==> config.mk <==
export PLATFORM = sky130hd
export DESIGN_NAME = sdram_cmd_mon
export DESIGN_NICKNAME = d
export VERILOG_FILES = /design/src/rtl/sdram_mon_pkg.sv /design/src/rtl/sdram_bank_trk.sv /design/src/rtl/sdram_rule_eval.sv /design/src/rtl/sdram_err_latch.sv /design/src/rtl/sdram_cmd_mon.sv
export SDC_FILE = /design/constraint.sdc
export NUM_CORES = 1
export LEC_CHECK = 0
export CAP_MARGIN = 40
export CORE_MARGIN = 10
export CORE_UTILIZATION = 35
export DETAILED_ROUTE_END_ITERATION = 6
export GPL_TIMING_DRIVEN = 0
export PLACE_DENSITY_LB_ADDON = 0.3
export SLEW_MARGIN = 20
export SYNTH_ARGS = -nofsm -noshare
export SYNTH_HDL_FRONTEND = slang
export SYNTH_SLANG_ARGS = --single-unit
==> constraint.sdc <==
create_clock -name clk_i -period 4.97 [get_ports clk_i]
set_input_delay 0.994 -clock clk_i [delete_from_list [all_inputs] [get_ports clk_i]]
set_output_delay 0.994 -clock clk_i [all_outputs]
set_load 0.02 [all_outputs]
==> src/rtl/sdram_mon_pkg.sv <==
package sdram_mon_pkg;

  typedef enum logic [2:0] {
    CMD_NOP, CMD_ACT, CMD_RD, CMD_WR, CMD_PRE, CMD_REF, CMD_MRS, CMD_BST
  } cmd_e;

  typedef enum logic [2:0] {
    ERR_NONE       = 3'd0,
    ERR_COL_CLOSED = 3'd1,
    ERR_ACT_OPEN   = 3'd2,
    ERR_REF        = 3'd3,
    ERR_RCD        = 3'd4,
    ERR_RRD        = 3'd5
  } err_e;

  function automatic cmd_e decode_cmd(logic ras_n, logic cas_n, logic we_n);
    case ({ras_n, cas_n, we_n})
      3'b011:  return CMD_ACT;
      3'b101:  return CMD_RD;
      3'b100:  return CMD_WR;
      3'b010:  return CMD_PRE;
      3'b001:  return CMD_REF;
      3'b000:  return CMD_MRS;
      3'b110:  return CMD_BST;
      default: return CMD_NOP;
    endcase
  endfunction

  function automatic int max4(int a, int b, int c, int d);
    int m;
    m = a;
    if (b > m) m = b;
    if (c > m) m = c;
    if (d > m) m = d;
    return m;
  endfunction

endpackage

==> src/rtl/sdram_bank_trk.sv <==
module sdram_bank_trk #(
  parameter int TRCD = 3,
  parameter int TRP  = 3,
  parameter int BL   = 4,
  parameter int CW   = 3
) (
  input  logic clk_i,
  input  logic rst_ni,
  input  logic adv_i,
  input  logic act_i,
  input  logic col_i,
  input  logic ap_i,
  input  logic close_i,
  output logic open_o,
  output logic pend_o,
  output logic rcd_ok_o,
  output logic rp_ok_o
);

  logic          open_q, pend_q;
  logic [CW-1:0] rcd_q, rp_q, ap_q;

  always_ff @(posedge clk_i or negedge rst_ni) begin
    if (!rst_ni) begin
      open_q <= 1'b0;
      pend_q <= 1'b0;
      rcd_q  <= '0;
      rp_q   <= '0;
      ap_q   <= '0;
    end else if (adv_i) begin
      if (rcd_q != '0) rcd_q <= rcd_q - 1'b1;
      if (rp_q != '0)  rp_q  <= rp_q - 1'b1;
      if (act_i) begin
        open_q <= 1'b1;
        rcd_q  <= CW'(TRCD - 1);
      end else if (close_i && open_q) begin
        open_q <= 1'b0;
        pend_q <= 1'b0;
        rp_q   <= CW'(TRP - 1);
      end else if (col_i && ap_i) begin
        pend_q <= 1'b1;
        ap_q   <= CW'(BL);
      end else if (pend_q) begin
        // burst ends: bank closes on its own
        if (ap_q == CW'(1)) begin
          open_q <= 1'b0;
          pend_q <= 1'b0;
          rp_q   <= CW'(TRP - 1);
        end else begin
          ap_q <= ap_q - 1'b1;
        end
      end
    end
  end

  assign open_o   = open_q;
  assign pend_o   = pend_q;
  assign rcd_ok_o = (rcd_q == '0);
  assign rp_ok_o  = (rp_q == '0);

endmodule

==> src/rtl/sdram_rule_eval.sv <==
module sdram_rule_eval import sdram_mon_pkg::*; #(
  parameter int NB = 4,
  localparam int BA_W = $clog2(NB)
) (
  input  cmd_e            cmd_i,
  input  logic [BA_W-1:0] ba_i,
  input  logic [NB-1:0]   open_i,
  input  logic [NB-1:0]   pend_i,
  input  logic [NB-1:0]   rcd_ok_i,
  input  logic [NB-1:0]   rp_ok_i,
  input  logic            rrd_ok_i,
  output logic            viol_o,
  output err_e            code_o,
  output logic            act_ok_o,
  output logic            col_ok_o
);

  always_comb begin
    viol_o   = 1'b0;
    code_o   = ERR_NONE;
    act_ok_o = 1'b0;
    col_ok_o = 1'b0;
    case (cmd_i)
      CMD_ACT: begin
        if (open_i[ba_i]) begin
          viol_o = 1'b1;
          code_o = ERR_ACT_OPEN;
        end else begin
          act_ok_o = 1'b1;
          if (!rrd_ok_i) begin
            viol_o = 1'b1;
            code_o = ERR_RRD;
          end
        end
      end
      CMD_RD, CMD_WR: begin
        if (!open_i[ba_i] || pend_i[ba_i]) begin
          viol_o = 1'b1;
          code_o = ERR_COL_CLOSED;
        end else begin
          col_ok_o = 1'b1;
          if (!rcd_ok_i[ba_i]) begin
            viol_o = 1'b1;
            code_o = ERR_RCD;
          end
        end
      end
      CMD_REF: begin
        if ((|open_i) || !(&rp_ok_i)) begin
          viol_o = 1'b1;
          code_o = ERR_REF;
        end
      end
      default: ;
    endcase
  end

endmodule

==> src/rtl/sdram_err_latch.sv <==
module sdram_err_latch import sdram_mon_pkg::*; (
  input  logic       clk_i,
  input  logic       rst_ni,
  input  logic       clr_i,
  input  logic       viol_i,
  input  err_e       code_i,
  output logic       err_o,
  output logic [2:0] code_o
);

  logic       err_q;
  logic [2:0] code_q;

  always_ff @(posedge clk_i or negedge rst_ni) begin
    if (!rst_ni) begin
      err_q  <= 1'b0;
      code_q <= '0;
    end else if (clr_i) begin
      err_q  <= 1'b0;
      code_q <= '0;
    end else if (viol_i && !err_q) begin
      err_q  <= 1'b1;
      code_q <= code_i;
    end
  end

  assign err_o  = err_q;
  assign code_o = code_q;

endmodule

==> src/rtl/sdram_cmd_mon.sv <==
module sdram_cmd_mon import sdram_mon_pkg::*; #(
  parameter int NB   = 4,
  parameter int TRCD = 3,
  parameter int TRRD = 2,
  parameter int TRP  = 3,
  parameter int BL   = 4
) (
  input  logic                  clk_i,
  input  logic                  rst_ni,
  input  logic                  clr_i,
  input  logic                  cke_i,
  input  logic                  cs_ni,
  input  logic                  ras_ni,
  input  logic                  cas_ni,
  input  logic                  we_ni,
  input  logic [$clog2(NB)-1:0] ba_i,
  input  logic                  a10_i,
  output logic                  err_o,
  output logic [2:0]            code_o,
  output logic [NB-1:0]         open_o
);

  localparam int BA_W = $clog2(NB);
  localparam int CW   = $clog2(max4(TRCD, TRRD, TRP, BL) + 1);

  cmd_e          cmd;
  logic [NB-1:0] open_w, pend_w, rcd_ok_w, rp_ok_w;
  logic          viol, act_ok, col_ok, rrd_ok;
  err_e          viol_code;
  logic [CW-1:0] rrd_q;
  logic [BA_W-1:0] last_ba_q;

  // command only on an enabled, selected edge
  assign cmd = (cke_i && !cs_ni) ? decode_cmd(ras_ni, cas_ni, we_ni) : CMD_NOP;

  always_ff @(posedge clk_i or negedge rst_ni) begin
    if (!rst_ni) begin
      rrd_q     <= '0;
      last_ba_q <= '0;
    end else if (cke_i) begin
      if (rrd_q != '0) rrd_q <= rrd_q - 1'b1;
      if (act_ok) begin
        rrd_q     <= CW'(TRRD - 1);
        last_ba_q <= ba_i;
      end
    end
  end

  assign rrd_ok = (rrd_q == '0) || (ba_i == last_ba_q);

  for (genvar b = 0; b < NB; b++) begin : g_bank
    logic sel;
    assign sel = (ba_i == BA_W'(b));
    sdram_bank_trk #(.TRCD(TRCD), .TRP(TRP), .BL(BL), .CW(CW)) u_trk (
      .clk_i    (clk_i),
      .rst_ni   (rst_ni),
      .adv_i    (cke_i),
      .act_i    (act_ok && sel),
      .col_i    (col_ok && sel),
      .ap_i     (a10_i),
      .close_i  ((cmd == CMD_PRE) && (a10_i || sel)),
      .open_o   (open_w[b]),
      .pend_o   (pend_w[b]),
      .rcd_ok_o (rcd_ok_w[b]),
      .rp_ok_o  (rp_ok_w[b])
    );
  end

  sdram_rule_eval #(.NB(NB)) u_rules (
    .cmd_i    (cmd),
    .ba_i     (ba_i),
    .open_i   (open_w),
    .pend_i   (pend_w),
    .rcd_ok_i (rcd_ok_w),
    .rp_ok_i  (rp_ok_w),
    .rrd_ok_i (rrd_ok),
    .viol_o   (viol),
    .code_o   (viol_code),
    .act_ok_o (act_ok),
    .col_ok_o (col_ok)
  );

  sdram_err_latch u_err (
    .clk_i  (clk_i),
    .rst_ni (rst_ni),
    .clr_i  (clr_i),
    .viol_i (viol),
    .code_i (viol_code),
    .err_o  (err_o),
    .code_o (code_o)
  );

  assign open_o = open_w;

endmodule

Yosys cells after proc, flatten, opt, wreduce, memory -nomap -nowiden:

Index checks and enable logic that the tools add are counted.

* add/subtract/negate cells: 13
* $lt $le $gt $ge: 1
* equality and inequality tests: 27
* muxes and demuxes: 110
* bitwise gates (word level): 8
* reductions and logical operators: 92

Operator list (number)
* $mux 3: 53
* $reduce_bool 3->1: 17
* $mux 1: 50
* $sub 3x1->3 const B: 13
* $logic_not 3->1: 10
* $logic_and 1x1->1: 22
* $pmux 3 s7: 1
* $reduce_and 2->1: 10
* $reduce_and 4->1: 5
* $reduce_and 5->1: 4
* $reduce_bool 2->1: 10
* $eq 3x1->1 const B: 6
* $eq 3x3->1 const B: 5
* $eq 3x2->1 const B: 4
* $ne 3x1->1 const B: 4
* $pmux 3 s3: 1
* $ne 2x1->1 const B: 4
* $not 1->1: 8
* $logic_or 1x1->1: 7
* $bmux 1 s2: 3
* $eq 2x2->1 const B: 2
* $logic_not 1->1: 4
* $reduce_or 4->1: 1
* $lt 2x3->1 const B: 1
* 6 further kinds: 6

* bits in registers: 53
* input bits: 11
* output and inout port bits: 8
* logic and storage cells: 275

Logic depth before layout (Yosys ltp):

Gate-level depths: netlist of the first run.

* depth in word-level cells: 11
* gate-level depth with buffers: 7
* gate-level depth less buffers: 7

Hierarchy:

From an unflattened synthesis of the first run, not the netlist that was laid out.

* cell total of the unflattened synthesis: 377
* area, all modules: 3608.5 µm²

By module, submodules not included
* sdram_bank_trk at g_bank[2].u_trk ...: times used 2, cells each 73, area each 690.7 µm², sequential area each 275.3 µm²
* sdram_bank_trk at g_bank[0].u_trk ...: times used 2, cells each 69, area each 679.4 µm², sequential area each 275.3 µm²
* sdram_cmd_mon: times used 1, cells each 54, area each 459.2 µm², sequential area each 125.1 µm²
* sdram_rule_eval: times used 1, cells each 23, area each 220.2 µm², sequential area each 0.0 µm²
* sdram_err_latch: times used 1, cells each 16, area each 188.9 µm², sequential area each 100.1 µm²

Least setup slack after synthesis of the first run:

Ideal clock, no wire load.

* kind: input to register
* start: input port ba_i[0]
* end: register u_err.code_q[2], in the netlist u_err.code_o[2]
* setup time: 94 ps
* arrival: 2500 ps
* data required time: 4876 ps
* setup slack: 2377 ps
* cell stages on the path: 5
* buffers on the path: 1
* cell sequence: buf_6 -> mux4_2 -> o211a_1 -> or3_1 -> a221oi_2

* longest elaborated chain between the ends: 8
* elaborated cells between the ends (all ways): 24
* classes of those cells: eq/ne: 1; mux: 18; reduce/logical: 5

RTL lines
* from (decl): RTL line sdram_cmd_mon.sv:16 `input logic [$clog2(NB)-1:0] ba_i,`
* $bmux 1 s2: RTL line sdram_rule_eval.sv:25, sdram_rule_eval.sv:37
* $mux 1 (implied by the code): RTL line sdram_rule_eval.sv:25, sdram_rule_eval.sv:37
* $logic_not 1->1: RTL line sdram_rule_eval.sv:37 `if (!open_i[ba_i] || pend_i[ba_i]) begin`
* $logic_or 1x1->1: RTL line sdram_rule_eval.sv:37
* $mux 3 or $mux 1 (tied branches): RTL line sdram_rule_eval.sv:37
* $pmux 3 s3 or $pmux 1 s3 (tied branches): RTL line sdram_rule_eval.sv:23 `case (cmd_i)`
* $mux 3 or $logic_and 1x1->1 (tied branches): RTL line sdram_err_latch.sv:21 `end else if (viol_i && !err_q) begin`
* $mux 3 or $reduce_bool 2->1 (tied branches)
* to (signal assigned): RTL line sdram_err_latch.sv:23 `code_q <= code_i;`
* to (decl): RTL line sdram_err_latch.sv:12 `logic [2:0] code_q;`

Parallel ways exist; a longest one is shown, timed or not. The select of a mux whose other input is x is not followed.
A chain may end at the register's enable or synchronous reset.

Final worst setup path of the first run:

* start: input port cke_i
* end: register g_bank[2].u_trk.rp_q[0]

* longest elaborated chain between the ends: 10
* elaborated cells between the ends (all ways): 17
* classes of those cells: eq/ne: 4; mux: 6; reduce/logical: 7

RTL lines
* from (decl): RTL line sdram_cmd_mon.sv:11 `input logic cke_i,`
* $logic_and 1x1->1: RTL line sdram_cmd_mon.sv:34 `assign cmd = (cke_i && !cs_ni) ? decode_cmd(ras_ni, cas_ni, we_ni) : CMD_NOP;`
* $mux 3: RTL line sdram_cmd_mon.sv:34
* $eq 3x2->1: RTL line sdram_rule_eval.sv:23
* $reduce_or 2->1: RTL line sdram_rule_eval.sv:23
* $mux 1: RTL line sdram_rule_eval.sv:23
* $logic_and 1x1->1: RTL line sdram_cmd_mon.sv:59 `.col_i (col_ok && sel),`
* $logic_and 1x1->1: RTL line sdram_bank_trk.sv:40 `end else if (col_i && ap_i) begin`
* $mux 3: RTL line sdram_bank_trk.sv:40
* $mux 3: RTL line sdram_bank_trk.sv:36 `end else if (close_i && open_q) begin`
* $mux 3: RTL line sdram_bank_trk.sv:33 `if (act_i) begin`
* to (signal assigned): RTL line sdram_bank_trk.sv:32 `if (rp_q != '0) rp_q <= rp_q - 1'b1;`
* to (signal assigned): RTL line sdram_bank_trk.sv:39 `rp_q <= CW'(TRP - 1);`
* to (signal assigned): RTL line sdram_bank_trk.sv:48 `rp_q <= CW'(TRP - 1);`
* to (decl): RTL line sdram_bank_trk.sv:21 `logic [CW-1:0] rcd_q, rp_q, ap_q;`

Parallel ways exist; a longest one is shown, timed or not.

==> qor.yml, run 1 <==
yosysTopAreaCellShare: 0.402
port_buffers: 16
yosysMostFrequentCell: "dfrtp_1"
relSlewSlack: 0.458
clkTransAtPathRegs_ns: 0.10
rows: 35
start_util: 0.359
cts_resized: 0
setup-violations-final: 0
grt_max_degree: 54
dp_hpwl_um: 5410
drive_gt1_frac: 0.0813
finalCritPeriodShare: 0.655
leakagePower_uw: 0.00173
htreeDepth: 2
netlist_area_mm2: 0.00330
diodes: 0
synthFlopType: "dfrtp_1"
grt.overflow.total: 0
slew_violations: 0
crit_family: "simple AND/OR/NAND/NOR gates"
gr-usage-all-layers: 0.111
powerDensity_mw_per_mm2: 459
firstDrtPassIters: 4
drt_iter0_drc: 177
status: "completed"
first_global_vias: 2582
ys_top_cells_by_count: "53 x dfrtp_1, 38 x nand2_1, 35 x inv_1, 26 x ha_1, 20 x nor2_1"
synth.distinct_cells: 56
synthToLayoutAreaGrowth_pct: 11.7
vias: 2597
cts_num_sinks: 53
r2r-start: "g_bank[0].u_trk.rp_q[0]$_DFFE_PN0P_"
max_freq_ghz: 0.307
die_area_mm2: 0.0137
finClkSkew_ns: 0.0119
avgViaCountPerCell: 5.41
dp_slack_ns: 1.40
rsz0062_at_grt: "false"
wl_per_cell_um: 15.3
fin_ws_ns: 1.72
cts_buffers: 5
crit_buf_inv: 1
syn_inst: 346
grt_pass1_wl_um: 12300
critPathKind: "input pin to flip-flop"
cts_tree: "done"
yosysSeqAreaShare: 0.402
clockBufferDepth: 2
utilization: 0.401
hold_path.class: "flip-flop to flip-flop"
hold_start: "g_bank[3].u_trk.ap_q[1]$_DFFE_PN0P_"
finalWirelength_um: 7340
final_nets: 406
crit_path_end_kind: "flip-flop"
crit_slowest_cell: "nor4b_1"
fin_cells: 480
yosys_warnings: 0
gp_congestion: 0.813
critPathLaunchType: "input pin"
hold_ws_ns: 0.503
core_mm2: 0.00920
cts_setup_buffers: 0
max_cap_violations: 0
place_inst: 473
die_width_um: 117
synth_nets: 383
antenna_found_initial: 0
rrSetupSlack_ns: 2.69
hold_violations: 0
cp.required_ns: 5.22
critical_path.cell_chain: "clkdlybuf4s50_1 -> nand4bb_1 -> nor4b_1 -> a21oi_1 -> nor4bb_1 -> a21o_1"
clk_latency_ns: 0.31
cpPeakStageDelay_ns: 0.79
fin_tns_setup_ns: 0
io_pins: 19
startpoint: "cke_i"
ys_ff_latch: 53
synth_edf_count: 0
postCtsHoldBufs: 0
synth_area_leaders: "dfrtp_1 40%, ha_1 9.9%, nand2_1 4.3%"
post-route-min-period_ns: 3.25
path_max_fanout: 8
vdd_drop_max_mv: 0.175
cp.arrival_ns: 3.50
postRouteAntennaNets: 0
synth_top_cell_by_area: "dfrtp_1"
tightest_slew_ns: 0.802
cts-root-buf: "clkbuf_8"
syn_area_per_cell_um2: 9.53
synthArstFlopShare: 1.00
die-height_um: 117
drc: 0
-- kinds of logic after synthesis --
kind of cell | after synthesis | share of synthesized area
and+or+nand+nor | 128 | 0.216
AOI/OAI and AO/OA | 74 | 0.158
DFF | 53 | 0.402
buffers and inverters | 48 | 0.0626
adders and majority gates | 26 | 0.0987
muxes | 9 | 0.0406
xor gates and xnor gates | 8 | 0.0213
-- area by class of cell --
cell class	instances	area, µm²
fillers	921	5510
multi-input cells	245	1760
flip-flops and latches	53	1330
repair buffers	16	158
well taps	111	139
inverters	35	131
clock buffers	6	82.6
plain buffers	13	75.1
clock inverters	1	7.51
-- stage by stage --
stage               instance area (µm²)  total power [µW]
floorplan                          3300              1260
global placement                   3600              1410
detailed placement                 3590              1450
CTS                                3680              1710
global route                       3680              1860
finish                             3680              1690
-- sequential cells by signal, indices dropped and copies added (netlist names) --
signal               flops
g_bank.u_trk.pend_o      4
g_bank.u_trk.rcd_q      12
g_bank.u_trk.rp_q       12
g_bank.u_trk.ap_q       12
u_err.code_o             3
rrd_q                    3
last_ba_q                2
g_bank.u_trk.open_o      4
u_err.err_o              1
-- cells in the final DEF, fill, tap and decap left out, types with 5 or more instances in the layout --
| master | count |
|---|---|
| xnor2_1 | 7 |
| nand2_1 | 38 |
| nor2b_1 | 7 |
| mux2_2 | 5 |
| a21oi_1 | 13 |
| nor2_1 | 20 |
| nand2b_1 | 12 |
| clkdlybuf4s50_1 | 15 |
| nand3_1 | 8 |
| o21ai_0 | 14 |
| ha_1 | 26 |
| nand4_1 | 5 |
| inv_1 | 35 |
| clkbuf_1 | 5 |
| clkbuf_8 | 6 |
| dfrtp_1 | 53 |
| buf_4 | 5 |
| a21o_1 | 10 |
| o211ai_1 | 5 |
| nor4bb_1 | 5 |
-- worst reg2reg max path, delay by kind of cell (launching register included) --
family / cells / cell delay [ns]
AND/OR/NAND/NOR: 1 / 0.43
AO/OA/AOI/OAI: 4 / 1.05
buffers and inverters: 1 / 0.08
adder cells (fa/ha/maj): 1 / 0.19
flip-flops: 1 / 0.39
-- where the power goes --
part,internal [µW],switching [µW],leakage [µW]
Clock,111,148,0.0000433
Sequential,602,117,0.000651
Combinational,346,366,0.00103
Total,1060,631,0.00173
-- metal layers --
layer  track usage  routed length [µm]
met2         0.181                3270
met4        0.0222                  47
met1         0.145                3650
met3        0.0270                 369
met5             0                   0
-- final timing paths --
path / end / depth (start not counted)
setup / recovery: g_bank[2].u_trk.rp_q[0]$_DFFE_PN0P_ / 6
min in group asynchronous: g_bank[0].u_trk.rcd_q[2]$_DFFE_PN0P_ / 1
setup reg to reg: u_err.code_o[0]$_DFFE_PN0P_ / 7
max in group asynchronous: g_bank[2].u_trk.rcd_q[2]$_DFFE_PN0P_ / 1
hold / removal: g_bank[3].u_trk.ap_q[1]$_DFFE_PN0P_ / 1
hold reg to reg: g_bank[3].u_trk.ap_q[1]$_DFFE_PN0P_ / 1
(Power assumes the default switching activity.)
==> run 2, diff against run 1 <==
==> constraint.sdc (replaced) <==
create_clock -name clk_i -period 3.31 [get_ports clk_i]
set_input_delay 0.662 -clock clk_i [delete_from_list [all_inputs] [get_ports clk_i]]
set_output_delay 0.662 -clock clk_i [all_outputs]
set_load 0.02 [all_outputs]
==> results of run 2 <==
Same layout as run 1 (identical final DEF). Status: completed.
Among the figures that moved: setup slack after placement 1.40 ns -> 0.0725 ns; clock-pin slew on the worst setup and hold paths 0.10 ns -> 0.11 ns; setup slack after layout 1.72 ns -> 0.388 ns; hold slack 0.503 ns -> 0.388 ns; register-to-register setup slack 2.69 ns -> 1.03 ns; total power 1690 µW -> 2540 µW; worst IR drop on VDD 0.175 mV -> 0.262 mV
==> run 3, diff against run 2 <==
--- a/config.mk
+++ b/config.mk
@@ -5,6 +5,7 @@
 export SDC_FILE = /design/constraint.sdc
 export NUM_CORES = 1
 export LEC_CHECK = 0
+export ABC_AREA = 1
 export CAP_MARGIN = 40
 export CORE_MARGIN = 10
 export CORE_UTILIZATION = 35
==> run 3 against run 2 <==
  * Maximum frequency grew 34%
  * Sequential power grew 4%
  * First-iteration DRC count shrank 5.6%
  * Non-clock buffer count shrank 3
  * Sequential share of layout area shrank 3.9 points
  * Register-to-register slack gained 0.46 ns
  * Critical path type unchanged
  * Highest routed layer unchanged
==> qor.yml, run 3 <==
drive_gt1_frac: 0.124  # +0.0430
max_freq_ghz: 0.458
io_pins: 19  # unchanged
crit_slowest_cell: "clkdlybuf4s50_1"
cp.arrival_ns: 2.38
final_nets: 544  # +34%
htreeDepth: 2  # unchanged
drc: 0  # unchanged
vias: 2932  # +13%
yosysSeqAreaShare: 0.357  # -0.0450
postCtsHoldBufs: 0  # unchanged
place_inst: 636  # +34%
critical_path.cell_chain: "clkdlybuf4s50_1 -> buf_6 -> nor2_8 -> nand2_2 -> nand2_1 -> nor2_4 -> nand2_4 -> nor2_8 -> nand3_2 -> nand2_2 -> nand2_2 -> nand2_1 -> nand2_1"
grt.overflow.total: 0  # unchanged
cts-root-buf: "clkbuf_8"
r2r_end: "u_err.code_o[2]$_DFFE_PN0P_"
ys_top_cells_by_count: "143 x nand2_1, 80 x inv_1, 53 x dfrtp_1, 34 x nor2_1, 31 x nand3_1"
gp_congestion: 0.838  # +3.1%
finalCritPeriodShare: 0.659
finClkSkew_ns: 0.00875  # -0.00315 ns
syn_area_per_cell_um2: 7.67  # -20%
yosys_warnings: 0  # unchanged
r2r-start: "g_bank[3].u_trk.rp_q[0]$_DFFE_PN0P_"
synthToLayoutAreaGrowth_pct: 11.2
crit_path_end_kind: "flip-flop"
yosysTopAreaCellShare: 0.357  # -0.0450
firstDrtPassIters: 4  # unchanged
netlist_area_mm2: 0.00371  # +13%
startpoint: "ba_i[0]"
hold_path.class: "input pin to asynchronous set/reset pin"
cp.required_ns: 3.51
die-height_um: 123  # +5.1%
yosysMostFrequentCell: "nand2_1"
core_mm2: 0.0103  # +12%
rows: 37  # +5.7%
synthArstFlopShare: 1.00  # unchanged
utilization: 0.400  # -0.000835
synth_nets: 521  # +36%
cpPeakStageDelay_ns: 0.50  # -0.29 ns
max_cap_violations: 0  # unchanged
dp_slack_ns: 0.809
r2r_cells: 10  # +3
cts_num_sinks: 53  # unchanged
synth_top_cell_by_area: "dfrtp_1"
powerDensity_mw_per_mm2: 703
grt_max_degree: 54  # unchanged
layout_common_cells: "143 x nand2_1, 80 x inv_1, 53 x dfrtp_1"
post-route-min-period_ns: 2.18
synth_edf_count: 0  # unchanged
n_fill_cell: 1035  # +12%
leakagePower_uw: 0.00229  # +33%
gr-usage-all-layers: 0.102  # -0.00879
die_area_mm2: 0.0151  # +10%
rrSetupSlack_ns: 1.49
postRouteAntennaNets: 0  # unchanged
start_util: 0.360  # +0.00109
synthFlopType: "dfrtp_1"
antenna_found_initial: 0  # unchanged
rsz0062_at_grt: "false"
vdd_drop_max_mv: 0.245
path_max_fanout: 10  # +2
first_global_vias: 2727  # +5.6%
cts_setup_buffers: 0  # unchanged
port_buffers: 16  # unchanged
grt_pass1_wl_um: 12700  # +3.4%
p_total_uw: 2900
status: "completed"
finalWirelength_um: 7620  # +3.9%
final_common_cell: "nand2_1"
ys_ff_latch: 53  # unchanged
reg.largest.list: "g_bank.u_trk.ap_q (12), g_bank.u_trk.rcd_q (12), g_bank.u_trk.rp_q (12)"
tightest_slew_ns: 0.704  # -0.0975 ns
synth_area_leaders: "dfrtp_1 36%, nand2_1 14%, ha_1 8.8%"
cts_tree: "done"
die_width_um: 123  # +5.1%
hold_violations: 0  # unchanged
drt_iter0_drc: 167  # -5.6%
critPathLaunchType: "input pin"
clockBufferDepth: 2  # unchanged
cts_resized: 0  # unchanged
clkTransAtPathRegs_ns: 0.10
diodes: 0  # unchanged
slew_violations: 0  # unchanged
fin_ws_ns: 1.13
relSlewSlack: 0.531  # +0.0725
fin_cells: 643  # +34%
wl_per_cell_um: 11.9  # -22%
syn_inst: 484  # +40%
setup-violations-final: 0  # unchanged
clk_latency_ns: 0.30  # about the same
cts_buffers: 5  # unchanged
synth.distinct_cells: 37  # -34%
crit_path_end: "g_bank[3].u_trk.ap_q[0]$_DFFE_PN0P_"
dp_hpwl_um: 5790  # +7.0%
avgViaCountPerCell: 4.56  # -16%
critPathKind: "input pin to flip-flop"
run 3: cell types whose count changed in the layout (fill, tap and decap cells not counted), moves of 11 or more:
| cell | previous run | this run |
|---|---|---|
| inv_1 | 35 | 80 |
| nor2_1 | 20 | 34 |
| nand3_1 | 8 | 31 |
| nand2_1 | 38 | 143 |
| nand2b_1 | 12 | 0 |
| nand2_2 | 0 | 11 |
run 3: logic make-up after synthesis:
kind of cell | synth area share
compound gates | 0.0607
flops | 0.357
simple gates | 0.353
fa+ha+maj | 0.0876
buf+inv | 0.108
xor+xnor | 0.0330
run 3: layout make-up:
cell class                 instances  area (µm²)  share of cell area
timing repair buffer              16         158              0.0382
clock buffer                       7        86.3              0.0209
multi-input combinational        336        1980               0.481
buffer                            10        80.1              0.0194
sequential                        53        1330               0.321
tap                              136         170              0.0412
inverter                          85         322              0.0779
run 3: power by group:
group | total (µW) | leakage [µW] | switching [µW] | internal, µW
logic | 1400 | 0.00159 | 801 | 599
clock network | 379 | 0.0000443 | 212 | 167
registers | 1120 | 0.000652 | 195 | 928
run 3: worst min-delay path by stage:
stage | cells past startpoint | endpoint | start
after global placement | 2 | g_bank[1].u_trk.ap_q[1]$_DFFE_PN0P_ | g_bank[1].u_trk.ap_q[1]$_DFFE_PN0P_
after floorplan | 0 | g_bank[0].u_trk.ap_q[0]$_DFFE_PN0P_ | rst_ni
after global routing | 1 | g_bank[0].u_trk.ap_q[0]$_DFFE_PN0P_ | rst_ni
final | 1 | g_bank[0].u_trk.ap_q[0]$_DFFE_PN0P_ | rst_ni
after detailed placement | 2 | g_bank[0].u_trk.ap_q[1]$_DFFE_PN0P_ | g_bank[0].u_trk.ap_q[1]$_DFFE_PN0P_
after CTS | 1 | g_bank[0].u_trk.ap_q[0]$_DFFE_PN0P_ | rst_ni
run 3: metrics by stage:
step | area, µm² | TNS [ns] | hold slack [ns]
floorplan | 3710 | 0 | 0.366
global placement | 4040 | -10.42 | 0.465
detailed placement | 4040 | 0 | 0.465
CTS | 4130 | 0 | 0.426
global route | 4130 | 0 | 0.452
finish | 4130 | 0 | 0.397
run 3: metal layers:
metal | track usage | up-vias | part of all wire
li1 | - | 1532 | -
met1 | 0.135 | 1355 | 0.48
met2 | 0.169 | 41 | 0.47
met3 | 0.0196 | 4 | 0.041
met4 | 0.0211 | 0 | 0.0077
met5 | 0 | - | 0
run 3: worst max-delay path, delay by kind of cell:
family	cells	cell delay, ns
buf+inv	2	0.68
simple gates	11	1.03
